**src/rtl/pbus_pkg.sv**
```systemverilog
// Shared types for the peripheral bus command controller.
package pbus_pkg;
    typedef enum logic [1:0] {
        KIND_NONE   = 2'd0,
        KIND_IO_RD  = 2'd1,
        KIND_IO_WR  = 2'd2,
        KIND_ROM_RD = 2'd3
    } cyc_kind_t;

    typedef enum logic [1:0] {
        CS_IDLE = 2'd0,
        CS_CMD  = 2'd1,
        CS_RDY  = 2'd2
    } cyc_state_t;

    typedef enum logic [1:0] {
        XS_IDLE  = 2'd0,
        XS_SETUP = 2'd1,
        XS_ON    = 2'd2
    } xcvr_state_t;
endpackage

```
**src/rtl/pbus_decode.sv**
```systemverilog
// Classifies the processor status into a claimable cycle kind.
// Assumes status lines are valid whenever the address strobe is low.
module pbus_decode
    import pbus_pkg::*;
(
    input  logic      ads_n,
    input  logic      cyc_start,
    input  logic      mio,
    input  logic      dc,
    input  logic      wr,
    input  logic      rom_sel,
    output cyc_kind_t kind,
    output logic      claim
);
    // Decode status into a kind; unowned combinations map to none.
    always_comb begin
        kind = KIND_NONE;
        if (dc) begin
            if (!mio && !wr)               kind = KIND_IO_RD;
            else if (!mio && wr)           kind = KIND_IO_WR;
            else if (mio && !wr && rom_sel) kind = KIND_ROM_RD;
        end
    end

    // A claim needs a strobed cycle start and an owned kind.
    assign claim = cyc_start && !ads_n && (kind != KIND_NONE);
endmodule

```
**src/rtl/pbus_cyc_fsm.sv**
```systemverilog
// Cycle machine: latches the claimed kind, drives the command strobe,
// pulses the timer start, waits for delay-done, then returns ready
// for RDY_CYCLES bus clocks. Assumes dly_done comes from the timer
// that tmr_start launched.
module pbus_cyc_fsm
    import pbus_pkg::*;
#(
    parameter int RDY_CYCLES = 2
) (
    input  logic      clk,
    input  logic      rst_n,
    input  logic      claim,
    input  cyc_kind_t kind_in,
    input  logic      dly_done,
    output logic      rd_cmd,
    output logic      wr_cmd,
    output logic      tmr_start,
    output logic      rdy,
    output logic      busy,
    output logic      done
);
    localparam int CW = (RDY_CYCLES > 1) ? $clog2(RDY_CYCLES) : 1;

    cyc_state_t    state;
    cyc_kind_t     kind;
    logic [CW-1:0] cnt;
    logic          tmr_q;

    // Sequence IDLE -> CMD -> RDY -> IDLE, latching kind on claim.
    always_ff @(posedge clk) begin
        if (!rst_n) begin
            state <= CS_IDLE;
            kind  <= KIND_NONE;
            cnt   <= '0;
            tmr_q <= 1'b0;
        end else begin
            tmr_q <= 1'b0;
            case (state)
                CS_IDLE: if (claim) begin
                    state <= CS_CMD;
                    kind  <= kind_in;
                    tmr_q <= 1'b1;
                end
                CS_CMD: if (dly_done) begin
                    state <= CS_RDY;
                    cnt   <= CW'(RDY_CYCLES - 1);
                end
                CS_RDY: begin
                    if (cnt == '0) begin
                        state <= CS_IDLE;
                        kind  <= KIND_NONE;
                    end else begin
                        cnt <= cnt - 1'b1;
                    end
                end
                default: state <= CS_IDLE;
            endcase
        end
    end

    // Outputs decoded from the state registers.
    assign busy      = (state != CS_IDLE);
    assign rd_cmd    = busy && (kind == KIND_IO_RD || kind == KIND_ROM_RD);
    assign wr_cmd    = busy && (kind == KIND_IO_WR);
    assign rdy       = (state == CS_RDY);
    assign done      = (state == CS_RDY) && (cnt == '0);
    assign tmr_start = tmr_q;

    AST_CMD_EXCL: assert property (@(posedge clk) disable iff (!rst_n)
        !(rd_cmd && wr_cmd));
    AST_TMR_PULSE: assert property (@(posedge clk) disable iff (!rst_n)
        tmr_start |=> !tmr_start);
    AST_HOLD_NO_RDY: assert property (@(posedge clk) disable iff (!rst_n)
        ((rd_cmd || wr_cmd) && !rdy && !dly_done) |=> (!rdy && (rd_cmd || wr_cmd)));
    AST_RDY_END: assert property (@(posedge clk) disable iff (!rst_n)
        $fell(rdy) |-> (!rd_cmd && !wr_cmd));
endmodule

```
**src/rtl/pbus_xcvr_fsm.sv**
```systemverilog
// Transceiver machine: sets direction on claim, enables the
// transceivers one cycle later and holds them until the cycle ends.
// Assumes done is a single-cycle end marker from the cycle machine.
module pbus_xcvr_fsm
    import pbus_pkg::*;
(
    input  logic clk,
    input  logic rst_n,
    input  logic claim,
    input  logic claim_is_rd,
    input  logic done,
    output logic xcvr_en,
    output logic xcvr_to_cpu
);
    xcvr_state_t state;
    logic        dir_q;

    // Direction first, then enable, then release at cycle end.
    always_ff @(posedge clk) begin
        if (!rst_n) begin
            state <= XS_IDLE;
            dir_q <= 1'b1;
        end else begin
            case (state)
                XS_IDLE: if (claim) begin
                    dir_q <= claim_is_rd;
                    state <= XS_SETUP;
                end
                XS_SETUP: state <= XS_ON;
                XS_ON:    if (done) state <= XS_IDLE;
                default:  state <= XS_IDLE;
            endcase
        end
    end

    assign xcvr_en     = (state == XS_ON);
    assign xcvr_to_cpu = dir_q;

    AST_DIR_BEFORE_EN: assert property (@(posedge clk) disable iff (!rst_n)
        $rose(xcvr_en) |-> $stable(xcvr_to_cpu));
endmodule

```
**src/rtl/pbus_cmd_ctrl.sv**
```systemverilog
// Top: peripheral bus command controller. Claims I/O and boot-ROM
// cycles, forces them to 16-bit width and paces them with an
// external wait-state timer. Assumes all inputs are synchronous
// to clk.
module pbus_cmd_ctrl
    import pbus_pkg::*;
#(
    parameter int RDY_CYCLES = 2
) (
    input  logic clk,
    input  logic rst_n,
    input  logic ads_n,
    input  logic mio,
    input  logic dc,
    input  logic wr,
    input  logic rom_sel,
    input  logic cyc_start,
    input  logic dly_done,
    output logic xcvr_en,
    output logic xcvr_to_cpu,
    output logic rd_cmd,
    output logic wr_cmd,
    output logic tmr_start,
    output logic bus16,
    output logic rdy
);
    cyc_kind_t kind;
    logic      claim_raw;
    logic      claim;
    logic      busy;
    logic      done;

    pbus_decode u_decode (
        .ads_n     (ads_n),
        .cyc_start (cyc_start),
        .mio       (mio),
        .dc        (dc),
        .wr        (wr),
        .rom_sel   (rom_sel),
        .kind      (kind),
        .claim     (claim_raw)
    );

    // Only an idle controller may take a new cycle.
    assign claim = claim_raw && !busy;

    pbus_cyc_fsm #(.RDY_CYCLES(RDY_CYCLES)) u_cyc (
        .clk       (clk),
        .rst_n     (rst_n),
        .claim     (claim),
        .kind_in   (kind),
        .dly_done  (dly_done),
        .rd_cmd    (rd_cmd),
        .wr_cmd    (wr_cmd),
        .tmr_start (tmr_start),
        .rdy       (rdy),
        .busy      (busy),
        .done      (done)
    );

    pbus_xcvr_fsm u_xcvr (
        .clk         (clk),
        .rst_n       (rst_n),
        .claim       (claim),
        .claim_is_rd (kind != KIND_IO_WR),
        .done        (done),
        .xcvr_en     (xcvr_en),
        .xcvr_to_cpu (xcvr_to_cpu)
    );

    assign bus16 = busy;

    AST_EN_WITHIN_BUS16: assert property (@(posedge clk) disable iff (!rst_n)
        xcvr_en |-> bus16);
    AST_NO_RETYPE: assert property (@(posedge clk) disable iff (!rst_n)
        (rd_cmd && !rdy) |=> (rdy || rd_cmd));
endmodule

```
**config.mk**
```make
export PLATFORM = sky130hd
export DESIGN_NAME = pbus_cmd_ctrl
export DESIGN_NICKNAME = d
export VERILOG_FILES = /design/src/rtl/pbus_pkg.sv /design/src/rtl/pbus_decode.sv /design/src/rtl/pbus_cyc_fsm.sv /design/src/rtl/pbus_xcvr_fsm.sv /design/src/rtl/pbus_cmd_ctrl.sv
export SDC_FILE = /design/constraint.sdc
export NUM_CORES = 1
export LEC_CHECK = 0
export BUFFER_PORTS_ARGS = -buffer_cell sky130_fd_sc_hd__clkbuf_2
export CAP_MARGIN = 20
export CORE_MARGIN = 3
export CORE_UTILIZATION = 30
export DETAILED_ROUTE_END_ITERATION = 8
export HOLD_SLACK_MARGIN = 0.15
export PLACE_DENSITY = 0.59
export SYNTH_ARGS = -nofsm -noshare
export SYNTH_HDL_FRONTEND = slang
export SYNTH_SLANG_ARGS = --single-unit
```
**constraint.sdc**
```tcl
create_clock -name clk -period 1.5 [get_ports clk]
set_input_delay 0.15 -clock clk [delete_from_list [all_inputs] [get_ports clk]]
set_output_delay 0.15 -clock clk [all_outputs]
set_load 0.01 [all_outputs]
```
== After elaboration in Yosys (flattened, before gate mapping) ==
Index checks and enable logic that the tools add are counted.

* Flip-flop bits (word level): 9
* Latch bits: 0
* Bits in writable memories: 0
* Bits in read-only memories: 0
* Bits of input ports: 9
* Logic and storage cells: 64
* Memories kept: 0

* Add/sub/neg operators: 1
* $mul: 0
* Divide/modulo/power cells: 0
* Magnitude comparators: 0
* Equal/unequal tests: 13
* Shift-type cells: 0
* Multiplexer cells: 16
* Bitwise logic cells: 1
* Reduce and logical (&&, ||, !) cells: 27

{| class="wikitable"
|+ Operators by type and width
! cell !! count
|-
| $mux W2 || 9
|-
| $pmux W2 S3 || 2
|-
| $logic_and A1 B1 Y1 || 10
|-
| $ne A2 B2 Y1 const B || 5
|-
| $eq A2 B2 Y1 const B || 4
|-
| $reduce_and A2 Y1 || 4
|-
| $reduce_bool A2 Y1 || 4
|-
| $eq A2 B1 Y1 const B || 3
|-
| $reduce_and A3 Y1 || 2
|-
| $logic_not A1 Y1 || 4
|-
| $logic_not A2 Y1 || 2
|-
| $pmux W2 S2 || 1
|-
| $mux W1 || 3
|-
| $ne A2 B1 Y1 const B || 1
|-
| $pmux W1 S2 || 1
|-
| $logic_or A1 B1 Y1 || 1
|-
| $not A1 Y1 || 1
|-
| $sub A1 B1 Y1 const B || 1
|}

== Depth between registers and ports, before layout ==
Gate-level depths: netlist of the first run.

* Word-level depth: 12
* Gate-level depth with buffers: 4
* Gate-level depth less buffers: 4

== Hierarchy ==
Synthesis of the first run repeated with hierarchy kept, for this count alone.

* Cells, all modules: 52
* Area total of the unflattened synthesis: 473.0 µm²

{| class="wikitable"
|+ By module, submodules not included
! module !! times used !! cells each !! area an instance (µm²)
|-
| pbus_cyc_fsm || 1 || 30 || 259.0
|-
| pbus_xcvr_fsm || 1 || 12 || 133.9
|-
| pbus_decode || 1 || 8 || 60.1
|-
| pbus_cmd_ctrl || 1 || 2 || 20.0
|}

== Worst setup path after synthesis of the first run ==
No wires, ideal clock.

* Kind: register -> register
* Start: register u_cyc.state[0]
* End: register u_xcvr.dir_q, in the netlist u_xcvr.xcvr_to_cpu
* Arrival: 1.380 ns
* Data required time: 1.428 ns
* Path slack: 0.048 ns
* Cell stages (with the launch flop): 4
* Buffers on the path: 0
* Clock period less this slack: 1.452 ns
* Path through: dfxtp_1 > or4b_4 > a2111oi_2 > mux2i_1

* Word-level cells in the longest chain between the ends: 4

{| class="wikitable"
|+ Ends and longest elaborated chain
! item !! line !! source
|-
| from (decl) || pbus_cyc_fsm.sv:24 || <nowiki>cyc_state_t state;</nowiki>
|-
| from (signal assigned) || pbus_cyc_fsm.sv:32 || <nowiki>state <= CS_IDLE;</nowiki>
|-
| from (signal assigned) || pbus_cyc_fsm.sv:40 || <nowiki>state <= CS_CMD;</nowiki>
|-
| from (signal assigned) || pbus_cyc_fsm.sv:45 || <nowiki>state <= CS_RDY;</nowiki>
|-
| $reduce_bool A2 Y1 || pbus_cyc_fsm.sv:62 || <nowiki>assign busy = (state != CS_IDLE);</nowiki>
|-
| $logic_not A1 Y1 || pbus_cmd_ctrl.sv:45 || <nowiki>assign claim = claim_raw && !busy;</nowiki>
|-
| $logic_and A1 B1 Y1 || pbus_cmd_ctrl.sv:45 ||
|-
| $reduce_and A2 Y1 (no line) || - ||
|-
| to (signal assigned) || pbus_xcvr_fsm.sv:26 || <nowiki>dir_q <= claim_is_rd;</nowiki>
|-
| to (decl) || pbus_xcvr_fsm.sv:16 || <nowiki>logic dir_q;</nowiki>
|}

No other way between the ends.
A chain may end at the register's enable or synchronous reset.

== Worst setup path in the final report of the first run ==
* Start: register u_cyc.state[1]
* End: register u_xcvr.dir_q, in the netlist u_xcvr.xcvr_to_cpu

Same word-level chain as after synthesis.

==> impl_metrics.env, run 1 <==
export IMPL_clock_latency_ps=250
export IMPL_gr_total_overflow=0
export IMPL_fin_setup_tns_ps=0
export IMPL_grt_pass1_vias=385
export IMPL_post_route_min_period_ps=1430
export IMPL_clk_pin_slew_ps=60
export IMPL_drtIter0Drc=11
export IMPL_initial_utilization_pct=33.0
export IMPL_h_tree_depth=1
export IMPL_ctsLongestPathBuffers=2
export IMPL_diodes=0
export IMPL_track_usage_pct=10.9
export IMPL_routedWlPerCell_um=10.8
export IMPL_routed_top_layer="met3"
export IMPL_drive_gt1_share_pct=37.9
export IMPL_crit_path_start="u_cyc.state[1]"
export IMPL_cp_endpoint="u_xcvr.xcvr_to_cpu"
export IMPL_worst_clock_skew_ps=0.809
export IMPL_fill_cells=150
export IMPL_grt_max_degree=13
export IMPL_clkPwrFrac_pct=37.3
export IMPL_hold_buffers=0
export IMPL_cts_root_buf="clkbuf_4"
export IMPL_path_class="flop to flop"
export IMPL_cp_required_ps=1690
export IMPL_worst_pin_slew_ps=295
export IMPL_syn_avg_cell_area_um2=9.57
export IMPL_wl_met2_um=423
export IMPL_final_cell_mix="clkbuf_2, dfxtp_1"
export IMPL_drc=0
export IMPL_relSlewSlack_pct=80.3
export IMPL_critPathCaptureType="flop"
export IMPL_worstRegToRegCells=3
export IMPL_worstPathMaxFanout=2
export IMPL_slew_violations=0
export IMPL_die_y_um=44.3
export IMPL_met3WireLength_um=71
export IMPL_final_period_utilization_pct=95.4
export IMPL_hold_viol_final=0
export IMPL_postRouteAntennaNets=0
export IMPL_die_area_um2=1960
export IMPL_rsz0062_at_grt="yes"
export IMPL_drv_cap=0
export IMPL_internal_power_uw=375
export IMPL_first_pass_iters=2
export IMPL_power_frac_comb_pct=11.7
export IMPL_synth_seq_area_share_pct=40.9
export IMPL_dp_hpwl_um=689
export IMPL_hold_path_class="input pin to flop"
export IMPL_final_common_cell="clkbuf_2"
export IMPL_crit_arrival_ps=1620
export IMPL_cellPowerDensity_nw_per_um2=830
export IMPL_grt_pass1_wl_um=1550
export IMPL_fin_ws_ps=69.7
export IMPL_finalSetupViolations=0
export IMPL_antenna_found_initial=0
export IMPL_synth_fp_nets=55
export IMPL_outcome="complete, no violations"
export IMPL_cts_buffers=3
export IMPL_wl_um=875
export IMPL_nNetsFinal=76
export IMPL_cts_tree="built"
export IMPL_seqPwrFrac_pct=51.0
export IMPL_port_buffers=15
export IMPL_r2r_end="u_xcvr.xcvr_to_cpu"
export IMPL_io_pins=16
export IMPL_via_per_inst=4.59
export IMPL_r2r_setup_slack_ps=70
export IMPL_wl_met1_um=380
export IMPL_ys_ff_latch=9
export IMPL_synth_area_um2=440
export IMPL_vdd_drop_max_v=0.000533
export IMPL_syn_to_final_growth_pct=33.2
export IMPL_die_x_um=44.3
export IMPL_num_rows=13
export IMPL_worstSetupStartpointType="flop"
export IMPL_multi_input_area_um2=260
export IMPL_syn_inst=46
export IMPL_synth_cell_types=22
export IMPL_netSwitchingPower_uw=112
export IMPL_num_vias=372
export IMPL_p_leak_uw=0.000257
export IMPL_p_sw_share_pct=23.0
export IMPL_seqCellArea_um2=180
export IMPL_fin_util_pct=44.0
export IMPL_yosys_warnings=0
export IMPL_cts_sinks=9
export IMPL_r2r_start="u_cyc.state[1]"
export IMPL_place_ws_ps=19.5
export IMPL_core_area_um2=1330
export IMPL_gp_congestion=0.736
export IMPL_fmax_ghz=0.699
[worst max-delay path, stage by stage, from the launching register on]
cell	delay, ps
dfxtp_1	310
or4b_4	550
a2111oi_4	300
mux2i_1	210
[per-stage QoR]
step           std cells  hold slack (ps)  instance area [µm²]  power [µW]
2_1_floorplan         46              321                  440         284
3_3_place_gp          77              460                  546         307
4_1_cts               81              191                  572         492
5_1_grt               81              217                  587         518
3_5_place_dp          77              466                  546         307
6_report              81              193                  587         487
[power groups by stage]
stage / registers [µW] / clock network (µW) / logic [µW]
2_1_floorplan: 254 / 0 / 30.7
3_3_place_gp: 254 / 0 / 53.2
3_5_place_dp: 254 / 0 / 53.7
4_1_cts: 248 / 189 / 53.9
5_1_grt: 249 / 205 / 64.3
6_report: 248 / 182 / 57.0
[routing by layer]
layer,vias to the layer above,GRT usage (%)
met1,160,12.9
met3,0,6.50
met4,0,1.81
li1,201,-
met2,11,17.2
met5,-,0
[state kept, by name, summed over array words and instances (netlist names)]
name / count
u_cyc.state: 2
u_cyc.tmr_start: 1
u_xcvr.xcvr_to_cpu: 1
u_xcvr.state: 2
u_cyc.cnt: 1
u_cyc.kind: 2
[how the worst min path moves through the flow]
| stage | endpoint | from | depth (start not counted) | slack [ps] |
|---|---|---|---|---|
| floorplan | u_xcvr.xcvr_to_cpu | mio | 2 | 320 |
| global placement | u_cyc.cnt | dly_done | 3 | 460 |
| detailed placement | u_cyc.cnt | dly_done | 3 | 470 |
| CTS | u_cyc.cnt | dly_done | 3 | 190 |
| global route | u_cyc.cnt | dly_done | 3 | 220 |
| finish | u_cyc.cnt | dly_done | 3 | 190 |
[Yosys cell counts (all sizes together)]
library cell | instances | area share, %
a2111oi | 1 | 3.4
a211oi | 1 | 4.5
a21boi | 3 | 5.1
and2 | 2 | 2.8
and3 | 1 | 1.4
and3b | 1 | 2.0
clkbuf | 1 | 0.85
dfxtp | 9 | 41
inv | 3 | 2.6
mux2i | 3 | 6.8
nand2 | 3 | 2.6
nand2b | 3 | 4.3
nand3b | 1 | 1.7
nor2 | 1 | 0.85
nor2b | 2 | 2.8
nor3 | 1 | 1.1
nor3b | 1 | 1.7
o211ai | 2 | 3.4
o21a | 1 | 1.7
o21ai | 3 | 3.4
or2 | 2 | 2.8
or4b | 1 | 3.1
[cell families after synthesis]
kind of cell | Yosys count | synth area share, %
and+or+nand+nor | 19 | 27.3
AOI/OAI and AO/OA | 11 | 21.6
muxes | 3 | 6.82
buffers and inverters | 4 | 3.41
DFF | 9 | 40.9
[area by class of cell]
class / count / share of cell area (%)
flip-flops and latches: 9 / 30.7
clock buffers: 4 / 4.48
multi-input cells: 33 / 44.3
repair buffers: 17 / 15.4
well taps: 15 / 3.20
inverters: 3 / 1.92
[what timing repair did]
action | CTS | global route
endpoints found under the hold margin | 0 | 0
resized for setup | 0 | 2
setup buffers | 0 | 0
endpoints found under the setup margin | 0 | 6
Note: power is estimated with default switching activity, not from simulation.
==> inputs of run 2 (changes only) <==
- CTS_CLUSTER_DIAMETER: unset -> 80
- HOLD_SLACK_MARGIN: 0.15 -> unset
- PLACE_DENSITY: 0.59 -> 0.57
- clock period: 1.5 -> 1.8 ns (I/O delays scaled with it)
==> impl_metrics.env, run 2 (same netlist as run 1, synthesis figures left out) <==
export IMPL_multi_input_area_um2=245
export IMPL_post_route_min_period_ps=1520
export IMPL_hold_buffers=0
export IMPL_drc=0
export IMPL_top_regs="u_cyc.kind: 2 flops, u_cyc.state: 2 flops, u_xcvr.state: 2 flops"
export IMPL_p_sw_share_pct=22.7
export IMPL_die_area_um2=1960
export IMPL_place_ws_ps=269
export IMPL_final_common_cell="clkbuf_2"
export IMPL_die_x_um=44.3
export IMPL_grt_max_degree=13
export IMPL_post_cts_setup_buffers=0
export IMPL_finalPower_uw=401
export IMPL_cellPowerDensity_nw_per_um2=721
export IMPL_gp_congestion=0.681
export IMPL_fin_util_pct=41.7
export IMPL_cp_top_family="simple AND/OR/NAND/NOR gates"
export IMPL_critPathCaptureType="flop"
export IMPL_nNetsFinal=74
export IMPL_ctsLongestPathBuffers=2
export IMPL_netSwitchingPower_uw=91.3
export IMPL_cts_root_buf="clkbuf_4"
export IMPL_crit_arrival_ps=1710
export IMPL_clk_pin_slew_ps=60
export IMPL_h_tree_depth=1
export IMPL_hold_viol_final=0
export IMPL_final_period_utilization_pct=84.6
export IMPL_path_buf_inv=0
export IMPL_ctsResizeCount=0
export IMPL_drive_gt1_share_pct=35.9
export IMPL_fill_cells=146
export IMPL_antenna_found_initial=0
export IMPL_p_leak_uw=0.000247
export IMPL_hold_path_class="input pin to flop"
export IMPL_seqPwrFrac_pct=51.7
export IMPL_drtIter0Drc=11
export IMPL_final_cell_mix="clkbuf_2, dfxtp_1"
export IMPL_cts_tree="built"
export IMPL_postRouteAntennaNets=0
export IMPL_dp_hpwl_um=671
export IMPL_initial_utilization_pct=33.0
export IMPL_internal_power_uw=310
export IMPL_cts_sinks=9
export IMPL_core_area_um2=1330
export IMPL_via_per_inst=4.59
export IMPL_worstSetupStartpointType="flop"
export IMPL_num_rows=13
export IMPL_port_buffers=15
export IMPL_relSlewSlack_pct=77.9
export IMPL_routedWlPerCell_um=10.2
export IMPL_worstPathMaxFanout=5
export IMPL_worst_clock_skew_ps=1.30
export IMPL_io_pins=16
export IMPL_cts_buffers=3
export IMPL_fin_setup_tns_ps=0
export IMPL_wl_um=804
export IMPL_seqCellArea_um2=180
export IMPL_path_class="flop to flop"
export IMPL_rsz0062_at_grt="no"
export IMPL_syn_to_final_growth_pct=26.4
export IMPL_slew_violations=0
export IMPL_finalSetupViolations=0
export IMPL_crit_chain="or4b_4 -> a2111oi_2 -> mux2i_1"
export IMPL_slowest_stage="or4b_4"
export IMPL_cp_required_ps=1990
export IMPL_outcome="complete, no violations"
export IMPL_clock_latency_ps=260
export IMPL_vdd_drop_max_v=0.000381
export IMPL_grt_pass1_vias=329
export IMPL_slowest_delay_ps=570
export IMPL_fin_ws_ps=278
export IMPL_clkPwrFrac_pct=37.9
export IMPL_track_usage_pct=10.5
export IMPL_diodes=0
export IMPL_gr_total_overflow=0
export IMPL_power_frac_comb_pct=10.5
export IMPL_first_pass_iters=3
export IMPL_die_y_um=44.3
export IMPL_fmax_ghz=0.657
export IMPL_worst_pin_slew_ps=331
export IMPL_grt_pass1_wl_um=1390
export IMPL_num_vias=363
export IMPL_drv_cap=0
-- run 2: changes by cell type in the layout (fill, tap and decap cells not counted), sizes merged --
| cell | delta |
|---|---|
| buf | -2 |
-- run 2: metal layers --
layer  vias to the layer above  GRT usage (%)  routed length [µm]
li1                        195              -                   -
met1                       156           10.9                 344
met2                         8           14.8                 382
met3                         4           7.72                  56
met4                         0           7.23                  19
met5                         -              0                   0
-- run 2: stage by stage --
stage | instance area (µm²) | instances | hold WS, ps
after detailed placement | 531 | 75 | 498
after CTS | 557 | 79 | 217
final | 557 | 79 | 226
after global routing | 557 | 79 | 232
after global placement | 531 | 75 | 490
after floorplan | 440 | 46 | 351
-- run 2: cell type report --
class / instances / area share [%]
Multi-Input combinational cell: 33 / 44.0
Tap cell: 15 / 3.37
Sequential cell: 9 / 32.4
Timing Repair Buffer: 15 / 13.5
Inverter: 3 / 2.02
Clock buffer: 4 / 4.72
-- run 2: worst reg2reg max path, stage by stage (launching register included) --
cell	delay, ps
dfxtp_1	330
or4b_4	570
a2111oi_2	350
mux2i_1	220
-- run 2: power by group through the flow --
| stage | clock network [µW] | logic [µW] | registers (µW) |
|---|---|---|---|
| finish | 152 | 42.0 | 207 |
| global placement | 0 | 43.0 | 212 |
| detailed placement | 0 | 42.9 | 212 |
| CTS | 164 | 43.0 | 207 |
| floorplan | 0 | 25.6 | 211 |
| global route | 173 | 46.4 | 208 |
-- run 2: final timing paths --
check | start | end | slack (ps) | depth (start not counted)
worst max-delay path | u_cyc.state[0] | u_xcvr.xcvr_to_cpu | 280 | 3
worst min-delay path | dly_done | u_cyc.cnt | 230 | 3
worst max register to register | u_cyc.state[0] | u_xcvr.xcvr_to_cpu | 280 | 3
worst min register to register | u_cyc.kind[1] | u_cyc.kind[1] | 500 | 2
==> inputs of run 3 (changes only) <==
- ABC_AREA: unset -> 1
- PLACE_DENSITY: 0.57 -> 0.56
- clock period: 1.8 -> 1.6 ns (I/O delays scaled with it)
==> impl_metrics.env, run 3 <==
export IMPL_drtIter0Drc=4
export IMPL_grt_pass1_wl_um=1560
export IMPL_grt_pass1_vias=404
export IMPL_whs_ps=104
export IMPL_antenna_found_initial=0
export IMPL_synth_commonest_cells="nand2_1, dfxtp_1, inv_1, inv_2, nor2_1"
export IMPL_core_area_um2=1380
export IMPL_via_per_inst=4.76
export IMPL_hold_buffers=0
export IMPL_yosysTopAreaCell="dfxtp_1"
export IMPL_r2r_setup_slack_ps=620
export IMPL_ctsLongestPathBuffers=2
export IMPL_worstRegToRegCells=5
export IMPL_fin_util_pct=42.8
export IMPL_io_pins=16
export IMPL_fill_cells=152
export IMPL_nNetsFinal=89
export IMPL_seqCellArea_um2=180
export IMPL_cts_buffers=3
export IMPL_synth_seq_area_share_pct=38.2
export IMPL_diodes=0
export IMPL_dp_hpwl_um=767
export IMPL_syn_inst=60
export IMPL_worstSetupStartpointType="flop"
export IMPL_cp_required_ps=1440
export IMPL_ys_flop_type="dfxtp_1"
export IMPL_rsz0062_at_grt="no"
export IMPL_cellPowerDensity_nw_per_um2=775
export IMPL_wl_um=885
export IMPL_first_pass_iters=2
export IMPL_fmax_ghz=0.833
export IMPL_hold_start="dly_done"
export IMPL_fin_setup_tns_ps=0
export IMPL_cts_root_buf="clkbuf_4"
export IMPL_ys_ff_latch=9
export IMPL_grt_max_degree=8
export IMPL_hold_viol_final=0
export IMPL_synth_top_area_share_pct=38.2
export IMPL_die_area_um2=2080
export IMPL_cts_tree="built"
export IMPL_ys_async_sr_fraction_pct=0
export IMPL_worstHoldEndpoint="u_cyc.state[0]"
export IMPL_hold_path_class="input pin to flop"
export IMPL_final_cell_mix="clkbuf_2, nand2_1, dfxtp_1"
export IMPL_path_class="flop to output pin"
export IMPL_num_rows=13
export IMPL_syn_to_final_growth_pct=25.5
export IMPL_postRouteAntennaNets=0
export IMPL_worst_clock_skew_ps=1.02
export IMPL_top_regs="u_cyc.kind: 2 flops, u_cyc.state: 2 flops, u_xcvr.state: 2 flops"
export IMPL_min_path_cells=2
export IMPL_drive_gt1_share_pct=43.0
export IMPL_clock_latency_ps=260
export IMPL_yosys_warnings=0
export IMPL_outcome="complete, no violations"
export IMPL_drv_cap=0
export IMPL_crit_arrival_ps=1040
export IMPL_slew_violations=0
export IMPL_vdd_drop_max_v=0.000371
export IMPL_initial_utilization_pct=34.1
export IMPL_post_cts_setup_buffers=0
export IMPL_gr_total_overflow=0
export IMPL_synth_edf_count=0
export IMPL_final_common_cell="clkbuf_2"
export IMPL_port_buffers=15
export IMPL_synth_fp_nets=69
export IMPL_die_y_um=45.7
export IMPL_worstPathMaxFanout=4
export IMPL_syn_avg_cell_area_um2=7.86
export IMPL_num_vias=447
export IMPL_synth_area_leaders="dfxtp_1, nand2_1, inv_1"
export IMPL_yosysMostFrequentCell="nand2_1"
export IMPL_track_usage_pct=10.9
export IMPL_die_x_um=45.7
export IMPL_drc=0
export IMPL_r2r_start="u_cyc.state[1]"
export IMPL_p_leak_uw=0.000272
export IMPL_cts_sinks=9
export IMPL_finalSetupViolations=0
export IMPL_clk_pin_slew_ps=60
export IMPL_h_tree_depth=1
export IMPL_routedWlPerCell_um=9.41
export IMPL_post_route_min_period_ps=1200
export IMPL_r2r_end="u_cyc.kind[0]"
export IMPL_multi_input_area_um2=243
export IMPL_synth_area_um2=472
export IMPL_worst_pin_slew_ps=213
export IMPL_ctsResizeCount=0
export IMPL_final_period_utilization_pct=75.0
export IMPL_gp_congestion=0.672
export IMPL_relSlewSlack_pct=85.7
export IMPL_synth_cell_types=20
export IMPL_critPathCaptureType="output pin"
run 3: per-layer routing:
| layer | global-route usage [%] | wire length, µm | up-vias |
|---|---|---|---|
| li1 | - | - | 238 |
| met1 | 11.0 | 355 | 200 |
| met2 | 17.8 | 471 | 9 |
| met3 | 6.32 | 58 | 0 |
| met4 | 5.26 | 0 | 0 |
| met5 | 0 | 0 | - |
run 3: worst max path at each step:
stage                    from       endpoint  depth (start not counted)
2_1_floorplan  u_cyc.state[1]  u_cyc.kind[1]                          5
3_3_place_gp   u_cyc.state[1]  u_cyc.kind[0]                          5
3_5_place_dp   u_cyc.state[1]  u_cyc.kind[0]                          5
4_1_cts        u_cyc.state[1]            rdy                          3
5_1_grt        u_cyc.state[0]         wr_cmd                          3
6_report       u_cyc.state[1]            rdy                          3
run 3: power by group:
group	total [µW]	switching, µW	leakage, µW	internal (µW)
logic	54.3	33.1	0.000184	21.2
registers	233	3.60	0.0000729	229
clock network	172	75.8	0.0000150	95.9
total	459	113	0.000272	346
run 3: worst max-delay path, stage by stage, from the launching register on:
cell      delay, ps
dfxtp_1         390
inv_2            50
nor2_2          170
clkbuf_2        170
run 3: per-stage QoR:
stage / total power [µW] / instances / cell area, µm² / setup WS [ps]
finish: 459 / 94 / 592 / 400
global placement: 293 / 90 / 566 / 619
global route: 489 / 94 / 592 / 331
floorplan: 269 / 60 / 472 / 626
CTS: 476 / 94 / 592 / 379
detailed placement: 293 / 90 / 566 / 621
run 3: cell families after synthesis:
logic type	Yosys count	share of synthesized area (%)
buf+inv	13	10.3
simple gates	29	36.3
flops	9	38.2
compound gates	9	15.1
run 3: final cells by class:
class                      count  share of cell area, %
timing repair buffer          15                   12.7
multi-input combinational     38                   41.0
sequential                     9                   30.4
inverter                      13                   8.25
tap                           15                   3.17
clock buffer                   4                   4.44
